===== src/rtl/mag_pkg.sv =====
`timescale 1ns/1ps
package mag_pkg;

  typedef enum logic [1:0] {
    SZ_BYTE = 2'b00,
    SZ_HALF = 2'b01,
    SZ_WORD = 2'b10,
    SZ_WIDE = 2'b11
  } acc_size_e;

  typedef enum logic [1:0] {
    CFG_LO   = 2'b00,
    CFG_HI   = 2'b01,
    CFG_EE   = 2'b10,
    CFG_NONE = 2'b11
  } cfg_sel_e;

  localparam int CAUSE_W      = 5;
  localparam logic [CAUSE_W-1:0] CAUSE_ALIGN = 5'h01;
  localparam logic [CAUSE_W-1:0] CAUSE_STACK = 5'h07;

  localparam int REG_LSB      = 5;
  localparam int REG_W        = 5;
  localparam int STORE_BIT    = 10;
  localparam int WORD_BIT     = 11;
  localparam int STAT_MIN_W   = 12;

endpackage


===== src/rtl/mag_align_check.sv =====
`timescale 1ns/1ps
module mag_align_check
  import mag_pkg::*;
(
  input  logic [1:0] addr_lo,
  input  logic [1:0] size,
  output logic       misalign,
  output logic       word_sz
);

  logic [1:0] size_mask;

  always_comb begin
    unique case (acc_size_e'(size))
      SZ_BYTE: size_mask = 2'b00;
      SZ_HALF: size_mask = 2'b01;
      default: size_mask = 2'b11;
    endcase
  end

  assign misalign = |(addr_lo & size_mask);
  assign word_sz  = &size_mask;

  // a misaligned flag always has a nonzero low address bit behind it
  always_comb begin
    assert_misalign_needs_low_bits_R2: assert (!(misalign === 1'b1) || (addr_lo != 2'b00));
  end

endmodule


===== src/rtl/mag_stack_window.sv =====
`timescale 1ns/1ps
module mag_stack_window
  import mag_pkg::*;
#(
  parameter int ADDR_W = 32
) (
  input  logic              clk,
  input  logic              rst_n,
  input  logic              cfg_we,
  input  logic [1:0]        cfg_sel,
  input  logic [ADDR_W-1:0] cfg_wdata,
  input  logic              acc_stack,
  input  logic [ADDR_W-1:0] acc_addr,
  output logic              stack_viol,
  output logic              exc_en
);

  logic [ADDR_W-1:0] lo_q, lo_d;
  logic [ADDR_W-1:0] hi_q, hi_d;
  logic              ee_q, ee_d;
  logic              lo_le, hi_le, ee_le;

  // load enables
  always_comb begin
    lo_le = cfg_we && (cfg_sel_e'(cfg_sel) == CFG_LO);
    hi_le = cfg_we && (cfg_sel_e'(cfg_sel) == CFG_HI);
    ee_le = cfg_we && (cfg_sel_e'(cfg_sel) == CFG_EE);
  end

  // next state
  always_comb begin
    lo_d = lo_q;
    hi_d = hi_q;
    ee_d = ee_q;
    if (lo_le) lo_d = cfg_wdata;
    if (hi_le) hi_d = cfg_wdata;
    if (ee_le) ee_d = cfg_wdata[0];
  end

  // registers
  always_ff @(posedge clk or negedge rst_n) begin
    if (!rst_n) begin
      lo_q <= '0;
      hi_q <= '1;
      ee_q <= 1'b0;
    end else begin
      if (lo_le) lo_q <= lo_d;
      if (hi_le) hi_q <= hi_d;
      if (ee_le) ee_q <= ee_d;
    end
  end

  always_comb begin
    stack_viol = acc_stack && ((acc_addr < lo_q) || (acc_addr > hi_q));
  end

  assign exc_en = ee_q;

  // a write with the reserved select leaves every setting untouched
  assert_reserved_sel_ignored_R9: assert property (@(posedge clk) disable iff (!rst_n)
    (cfg_we && cfg_sel == 2'b11) |=> ($stable(lo_q) && $stable(hi_q) && $stable(ee_q)));

  // a low-limit write lands exactly the written data
  assert_lo_load_R9: assert property (@(posedge clk) disable iff (!rst_n)
    (cfg_we && cfg_sel == 2'b00) |=> (lo_q == $past(cfg_wdata)));

  // an access with the stack flag clear never reports a window fault
  assert_nonstack_unchecked_R5: assert property (@(posedge clk) disable iff (!rst_n)
    !acc_stack |-> !stack_viol);

endmodule


===== src/rtl/mag_fault_capture.sv =====
`timescale 1ns/1ps
module mag_fault_capture
  import mag_pkg::*;
#(
  parameter int ADDR_W = 32,
  parameter int STAT_W = 32
) (
  input  logic              clk,
  input  logic              rst_n,
  input  logic              acc_valid,
  input  logic [ADDR_W-1:0] acc_addr,
  input  logic              acc_store,
  input  logic [REG_W-1:0]  acc_reg,
  input  logic              misalign,
  input  logic              word_sz,
  input  logic              stack_viol,
  input  logic              exc_en,
  output logic [ADDR_W-1:0] fault_addr,
  output logic [STAT_W-1:0] fault_status,
  output logic              trap_req
);

  logic              align_hit;
  logic              stack_hit;
  logic              cap_le;
  logic [ADDR_W-1:0] addr_d, addr_q;
  logic [STAT_W-1:0] stat_d, stat_q;
  logic              trap_d, trap_q;

  // alignment wins over the window test
  always_comb begin
    align_hit = acc_valid && misalign;
    stack_hit = acc_valid && stack_viol && !misalign;
    cap_le    = align_hit || stack_hit;
  end

  // next state
  always_comb begin
    addr_d = acc_addr;
    stat_d = '0;
    if (align_hit) begin
      stat_d[CAUSE_W-1:0]             = CAUSE_ALIGN;
      stat_d[REG_LSB +: REG_W]        = acc_reg;
      stat_d[STORE_BIT]               = acc_store;
      stat_d[WORD_BIT]                = word_sz;
    end else begin
      stat_d[CAUSE_W-1:0]             = CAUSE_STACK;
    end
    trap_d = (align_hit && exc_en) || stack_hit;
  end

  // registers
  always_ff @(posedge clk or negedge rst_n) begin
    if (!rst_n) begin
      addr_q <= '0;
      stat_q <= '0;
      trap_q <= 1'b0;
    end else begin
      if (cap_le) begin
        addr_q <= addr_d;
        stat_q <= stat_d;
      end
      trap_q <= trap_d;
    end
  end

  assign fault_addr   = addr_q;
  assign fault_status = stat_q;
  assign trap_req     = trap_q;

  // capture registers hold when no faulting access was sampled
  assert_hold_without_fault_R8: assert property (@(posedge clk) disable iff (!rst_n)
    !(acc_valid && (misalign || stack_viol)) |=> ($stable(addr_q) && $stable(stat_q)));

  // alignment fault with exceptions disabled never traps
  assert_ee_gates_align_R4: assert property (@(posedge clk) disable iff (!rst_n)
    (acc_valid && misalign && !exc_en) |=> !trap_req);

  // a pure window fault always traps
  assert_stack_always_traps_R6: assert property (@(posedge clk) disable iff (!rst_n)
    (acc_valid && stack_viol && !misalign) |=> trap_req);

  // no trap follows a cycle without an access
  assert_trap_needs_access_R10: assert property (@(posedge clk) disable iff (!rst_n)
    !acc_valid |=> !trap_req);

  // the cause field only ever holds one of the defined codes or zero
  assert_cause_legal_R3: assert property (@(posedge clk) disable iff (!rst_n)
    (fault_status[CAUSE_W-1:0] == 5'h00) || (fault_status[CAUSE_W-1:0] == CAUSE_ALIGN)
      || (fault_status[CAUSE_W-1:0] == CAUSE_STACK));

  initial begin
    assert_stat_width_R3: assert (STAT_W >= STAT_MIN_W);
  end

endmodule


===== src/rtl/mem_access_guard.sv =====
`timescale 1ns/1ps
module mem_access_guard
  import mag_pkg::*;
#(
  parameter int ADDR_W = 32,
  parameter int STAT_W = 32
) (
  input  logic              clk,
  input  logic              rst_n,
  input  logic              acc_valid,
  input  logic [ADDR_W-1:0] acc_addr,
  input  logic [1:0]        acc_size,
  input  logic              acc_store,
  input  logic [4:0]        acc_reg,
  input  logic              acc_stack,
  input  logic              cfg_we,
  input  logic [1:0]        cfg_sel,
  input  logic [ADDR_W-1:0] cfg_wdata,
  output logic [ADDR_W-1:0] fault_addr,
  output logic [STAT_W-1:0] fault_status,
  output logic              trap_req
);

  logic misalign;
  logic word_sz;
  logic stack_viol;
  logic exc_en;

  mag_align_check u_align (
    .addr_lo  (acc_addr[1:0]),
    .size     (acc_size),
    .misalign (misalign),
    .word_sz  (word_sz)
  );

  mag_stack_window #(
    .ADDR_W (ADDR_W)
  ) u_window (
    .clk        (clk),
    .rst_n      (rst_n),
    .cfg_we     (cfg_we),
    .cfg_sel    (cfg_sel),
    .cfg_wdata  (cfg_wdata),
    .acc_stack  (acc_stack),
    .acc_addr   (acc_addr),
    .stack_viol (stack_viol),
    .exc_en     (exc_en)
  );

  mag_fault_capture #(
    .ADDR_W (ADDR_W),
    .STAT_W (STAT_W)
  ) u_capture (
    .clk          (clk),
    .rst_n        (rst_n),
    .acc_valid    (acc_valid),
    .acc_addr     (acc_addr),
    .acc_store    (acc_store),
    .acc_reg      (acc_reg),
    .misalign     (misalign),
    .word_sz      (word_sz),
    .stack_viol   (stack_viol),
    .exc_en       (exc_en),
    .fault_addr   (fault_addr),
    .fault_status (fault_status),
    .trap_req     (trap_req)
  );

endmodule


===== config.mk =====
export PLATFORM = sky130hd
export DESIGN_NAME = mem_access_guard
export DESIGN_NICKNAME = d
export VERILOG_FILES = /design/src/rtl/mag_pkg.sv /design/src/rtl/mag_align_check.sv /design/src/rtl/mag_stack_window.sv /design/src/rtl/mag_fault_capture.sv /design/src/rtl/mem_access_guard.sv
export SDC_FILE = /design/constraint.sdc
export NUM_CORES = 1
export LEC_CHECK = 0
export ABC_AREA = 1
export BUFFER_PORTS_ARGS = -buffer_cell sky130_fd_sc_hd__clkbuf_2
export CORE_ASPECT_RATIO = 0.8
export CORE_MARGIN = 2
export CORE_UTILIZATION = 50
export DETAILED_ROUTE_END_ITERATION = 12
export HOLD_SLACK_MARGIN = 0.1
export PLACE_DENSITY = 0.74
export SLEW_MARGIN = 20
export SYNTH_ARGS = -nofsm -noshare
export SYNTH_HDL_FRONTEND = slang
export SYNTH_HIERARCHICAL = 1
export SYNTH_SLANG_ARGS = --single-unit

===== constraint.sdc =====
create_clock -name clk -period 3.5 [get_ports clk]
set_clock_uncertainty 0.15 [all_clocks]
set_input_delay 0.35 -clock clk [delete_from_list [all_inputs] [get_ports clk]]
set_output_delay 0.35 -clock clk [all_outputs]
set_load 0.02 [all_outputs]

# After elaboration in Yosys (flattened, before gate mapping)
# Cells that the tools add are included.
# word_totals
regBits	110
input_bits	79
output_inout_bits	65
wordCells	31
# op_classes
magnitude_cmp	2
n_eq_ne	3
mux	3
bitwise	1
reduce_logical	16
# ops
cell	n
$gt A32 B32 Y1	1
$lt A32 B32 Y1	1
$logic_and A1 B1 Y1	8
$mux W7	1
$eq A2 B1 Y1 const B	2
$logic_not A2 Y1	2
$pmux W2 S2	1
$logic_or A1 B1 Y1	3
$mux W3	1
$and A2 B2 Y2	1
$eq A2 B2 Y1 const B	1
$reduce_and A2 Y1	1
$reduce_or A2 Y1	1
$logic_not A1 Y1	1

# Logic depth before layout (Yosys ltp)
# logic_depth
depth_word	7
depth_mapped	20
depth_no_buf	19

# By module
# Netlist, hierarchy kept.
# modules_own_cells
module	n_inst	cells_each	area_per_inst_um2	seq_area_each_um2
mag_stack_window	1	518	4113.9	1666.6
mag_fault_capture	1	206	1841.8	1051.0
mag_align_check	1	5	20.0	0.0

# Least setup slack after synthesis
# OpenSTA, ideal clock, no wires.
# synth_timing
path_type	register to register
start	register u_window.hi_q[7]
end	register u_capture.addr_q[0], in the netlist u_capture/fault_addr[0]
setup_ns	0.117
arrival_time_ns	1.890
required_ns	3.233
path_slack_ns	1.344
path_stages_with_launch	17
n_path_buf	1
period_less_slack_ns	2.156
cell_sequence	dfstp_2 inv_1 ha_1 a21o_1 nor2_1 nand2_1 nand2_1 nand2_1 nand2_1 nand2_1 nand2_1 a21oi_2 nand2_1 nand2_2 buf_6 nand2_1 nand2_1
# synth_between
elab_chain_cells	6
# synth_rtl
item	line	text
from (decl)	mag_stack_window.sv:19	logic [ADDR_W-1:0] hi_q, hi_d;
from (signal assigned)	mag_stack_window.sv:48	if (hi_le) hi_q <= hi_d;
$gt A32 B32 Y1	mag_stack_window.sv:54	stack_viol = acc_stack && ((acc_addr < lo_q) || (acc_addr > hi_q));
$logic_or A1 B1 Y1	mag_stack_window.sv:54	
$logic_and A1 B1 Y1	mag_stack_window.sv:54	
net stack_viol	mem_access_guard.sv:26	logic stack_viol;
$logic_and A1 B1 Y1 (2 in series)	mag_fault_capture.sv:33	stack_hit = acc_valid && stack_viol && !misalign;
$logic_or A1 B1 Y1	mag_fault_capture.sv:34	cap_le = align_hit || stack_hit;
to (signal assigned)	mag_fault_capture.sv:60	addr_q <= addr_d;
to (decl)	mag_fault_capture.sv:26	logic [ADDR_W-1:0] addr_d, addr_q;
# The timed path passes the listed nets, and every way through them passes these cells.
# A chain may end at the register's enable or synchronous reset.

# Worst setup path in the final report
# layout_timing
start	input acc_addr[27]
end	register u_capture.addr_q[21], in the netlist u_capture/fault_addr[21]
# layout_between
elab_chain_cells	6
word_cells_on_any_way	7
classes_between	order compare: 2; reduce/logical: 5
# layout_rtl
item	line	text
from (decl)	mem_access_guard.sv:11	input logic [ADDR_W-1:0] acc_addr,
$lt A32 B32 Y1 / $gt A32 B32 Y1 (equally long branches)	mag_stack_window.sv:54	
$logic_or A1 B1 Y1 (*)	mag_stack_window.sv:54	
$logic_and A1 B1 Y1 (*)	mag_stack_window.sv:54	
net stack_viol	mem_access_guard.sv:26	
$logic_and A1 B1 Y1 (*) (2 in series)	mag_fault_capture.sv:33	
$logic_or A1 B1 Y1 (*)	mag_fault_capture.sv:34	
# The timed path passes the listed nets; every way through them passes the cells marked *.

==> results.toml <==
[run_status]
status = "finished clean"

[placement]
portBuffers = 121
dp_hpwl_mm = 9.45
gp_congestion = 0.805
dp.cells = 976
place_area_um2 = 6580
dpl_worst_slack_ns = 0.854

[synthesis]
synth_edf_count = 0
synth-main-ff-cell = "dfrtp_1"
syn_area_um2 = 5980
yosys_warnings = 6
synthCells = 729
synth-seq-cells = 107
yosys.area.top_type = "dfrtp_1"
ys_top_cells_by_count = "nand2_1, inv_1, dfrtp_1, o21ai_0, ha_1"
yosysTopAreaCellShare_pct = 31.4
yosysMostFrequentCell = "nand2_1"
async_flop_share_pct = 100
synth_cell_types = 27
avgSynthCellArea_um2 = 8.20
ys_seq_area_share_pct = 45.5
yosys-top-cells-area = "dfrtp_1, dfstp_2, nand2_1"

[layout]
nNetsFinal = 1018
syn_to_final_growth_pct = 21.9
antennaDiodeCount = 0
drive_gt1_share_pct = 20.7
fill_cells = 1031
fin_util_pct = 62.8
final_cells = 1029
final_area_um2 = 7280

[setup_path]
worstSetupPathType = "in -> reg"
path_buf_inv = 2
cp_slowest_cell = "dlygate4sd3_1"
cpMostUsedCell = "nand2_1"
worst_ep_arrival_time_ns = 2.93
crit_chain = "dlygate4sd3_1 -> clkbuf_2 -> ha_1 -> a21oi_1 -> o21ai_0 -> nand2_1 -> o211ai_1 -> a21oi_1 -> nand2_1 -> a21oi_2 -> nand2_1 -> nand2_2 -> nand2_1 -> nand2_1"
critical_path.top_delay_family = "simple AND/OR/NAND/NOR gates"
cp-start-kind = "input pin"
r2r_cells = 13
path_max_fanout = 32
required_ns = 3.62
slowest_delay_ns = 0.54
cp.depth = 14
cp-end-kind = "flop"

[clock_network]
clk_pin_slew_ns = 0.07
clk_latency_ns = 0.34
clockBufferDepth = 2
clkSinkCount = 107
cts-htree-levels = 3
cts-buffers-inserted = 9
cts_tree = "done"
root_buffer = "clkbuf_16"
cts_setup_buffers = 0

[grt]
gr-total-overflow = 0
grt_pass1_vias = 4764
gr-usage-all-layers_pct = 22.2
grt_pass1_wl_mm = 22.9
grt_max_degree = 65
grt_antenna_before_repair = 0

[drt]
drt-initial-drc-count = 245
drc = 0
wirelength_mm = 13.7
drt_pass1_iterations = 5
ant_nets = 0
num_vias = 4995
vias_per_cell = 4.85
wl_per_cell_um = 13.3

[worst_hold_path]
hold_depth = 3
holdCritPathClass = "in -> reg"

[floorplan]
fp.coreArea_um2 = 11600
rows = 35
die_w_um = 126
fp.dieH_um = 102
io_pins = 144
die_area_um2 = 12800
initial_utilization_pct = 51.5

[timing]
grt_setup_unrepaired = "no"
setup-tns-final_ns = 0
finalCritPeriodShare_pct = 80.3
setup_viol = 0
max_freq_mhz = 356
worst_pin_slew_ns = 0.806
hold_viol = 0
slew_headroom_pct = 46.3
layout_min_cycle_time_ns = 2.81
finalWorstSetupSlack_ns = 0.690
drv_slew = 0

[power_and_ir_drop]
ir_drop_uv = 310
leakagePower_nw = 4.04
power_density_nw_per_um2 = 510

[run]
drv_cap = 0
[flip-flops by register name, indices dropped and copies added (netlist names)]
signal and cells:
u_capture/fault_addr 32, u_capture/fault_status 9, u_capture/trap_req 1, u_window/exc_en 1
u_window/hi_q 32, u_window/lo_q 32
[per-layer routing]
metal	track usage, %	share of wire, %	routed length [um]
met1	31.5	48	6530
met2	35.7	46	6260
met3	3.91	5.2	707
met4	5.83	1.2	170
met5	0	0	0
[metrics by stage]
stage	hold WS, ns	total power [W]
6_report	0.109	0.00372
5_1_grt	0.116	0.00398
4_1_cts	0.101	0.00375
3_5_place_dp	0.315	0.00260
3_3_place_gp	0.314	0.00257
2_1_floorplan	-0.0956	0.00229
[cell usage in the layout (no fill, tap or decap), types with 2 or more instances in the layout]
| cell | count |
|---|---|
| clkbuf_16 | 9 |
| nand2_1 | 213 |
| nand2_2 | 2 |
| dfrtp_1 | 75 |
| dfstp_2 | 32 |
| nand3_1 | 44 |
| nand2_4 | 2 |
| buf_4 | 5 |
| ha_1 | 63 |
| clkbuf_8 | 2 |
| nor2_2 | 4 |
| nand4_1 | 4 |
| conb_1 | 22 |
| o21ai_0 | 65 |
| nor2_1 | 21 |
| clkbuf_2 | 120 |
| inv_1 | 113 |
| a21o_1 | 2 |
| a21oi_1 | 29 |
| bufinv_16 | 2 |
| o21ai_1 | 5 |
| dlygate4sd3_1 | 37 |
[cell families after synthesis]
logic type	after synthesis	synth area share (%)
flip-flops	107	45.5
other	1	0.0628
AO/OA/AOI/OAI	104	8.94
adder cells (fa/ha/maj)	63	13.2
AND/OR/NAND/NOR	294	20.1
buffers and inverters	160	12.2
[cell type report]
class / instances / area [um2] / share of cell area, %
Clock inverter: 4 / 72.6 / 0.996
Sequential cell: 107 / 2720 / 37.3
Tap cell: 148 / 185 / 2.54
Multi-Input combinational cell: 483 / 2620 / 36.0
Clock buffer: 12 / 256 / 3.52
Inverter: 113 / 424 / 5.82
Timing Repair Buffer: 162 / 1010 / 13.8
[worst paths after layout]
check | from | end | slack, ns
max in group asynchronous | rst_n | u_window/hi_q[27] | 1.85
worst max register to register | u_window/hi_q[29] | u_capture/fault_addr[21] | 0.79
min in group asynchronous | rst_n | u_capture/fault_status[10] | 0.48
worst min-delay path | acc_addr[14] | u_capture/fault_addr[14] | 0.11
worst min register to register | u_window/hi_q[26] | u_window/hi_q[26] | 0.33
worst max-delay path | acc_addr[27] | u_capture/fault_addr[21] | 0.69
[power breakdown]
| part | switching (W) | total, W | internal (W) |
|---|---|---|---|
| sequential | 0.000121 | 0.00161 | 0.00149 |
| combinational | 0.000626 | 0.00101 | 0.000384 |
| clock | 0.000434 | 0.00110 | 0.000665 |
[timing repair]
action                                  4_1_cts  5_1_grt
gates resized for setup                       0        0
endpoints found under the setup margin        0        0
hold buffers                                 37        0
hold endpoints to repair                     86        0
[worst register-to-register path, cell delays in order, from the launching register on]
cell     delay (ns)
dfstp_2        0.54
inv_1          0.04
ha_1           0.28
a21oi_1        0.20
o21a_1         0.18
nand2_1        0.08
a21oi_1        0.14
nand2_1        0.07
nand2_1        0.07
a21oi_2        0.05
nand2_1        0.09
nand2_2        0.41
nand2_1        0.21
nand2_1        0.07
No activity file was read; power rests on OpenSTA's default activity.
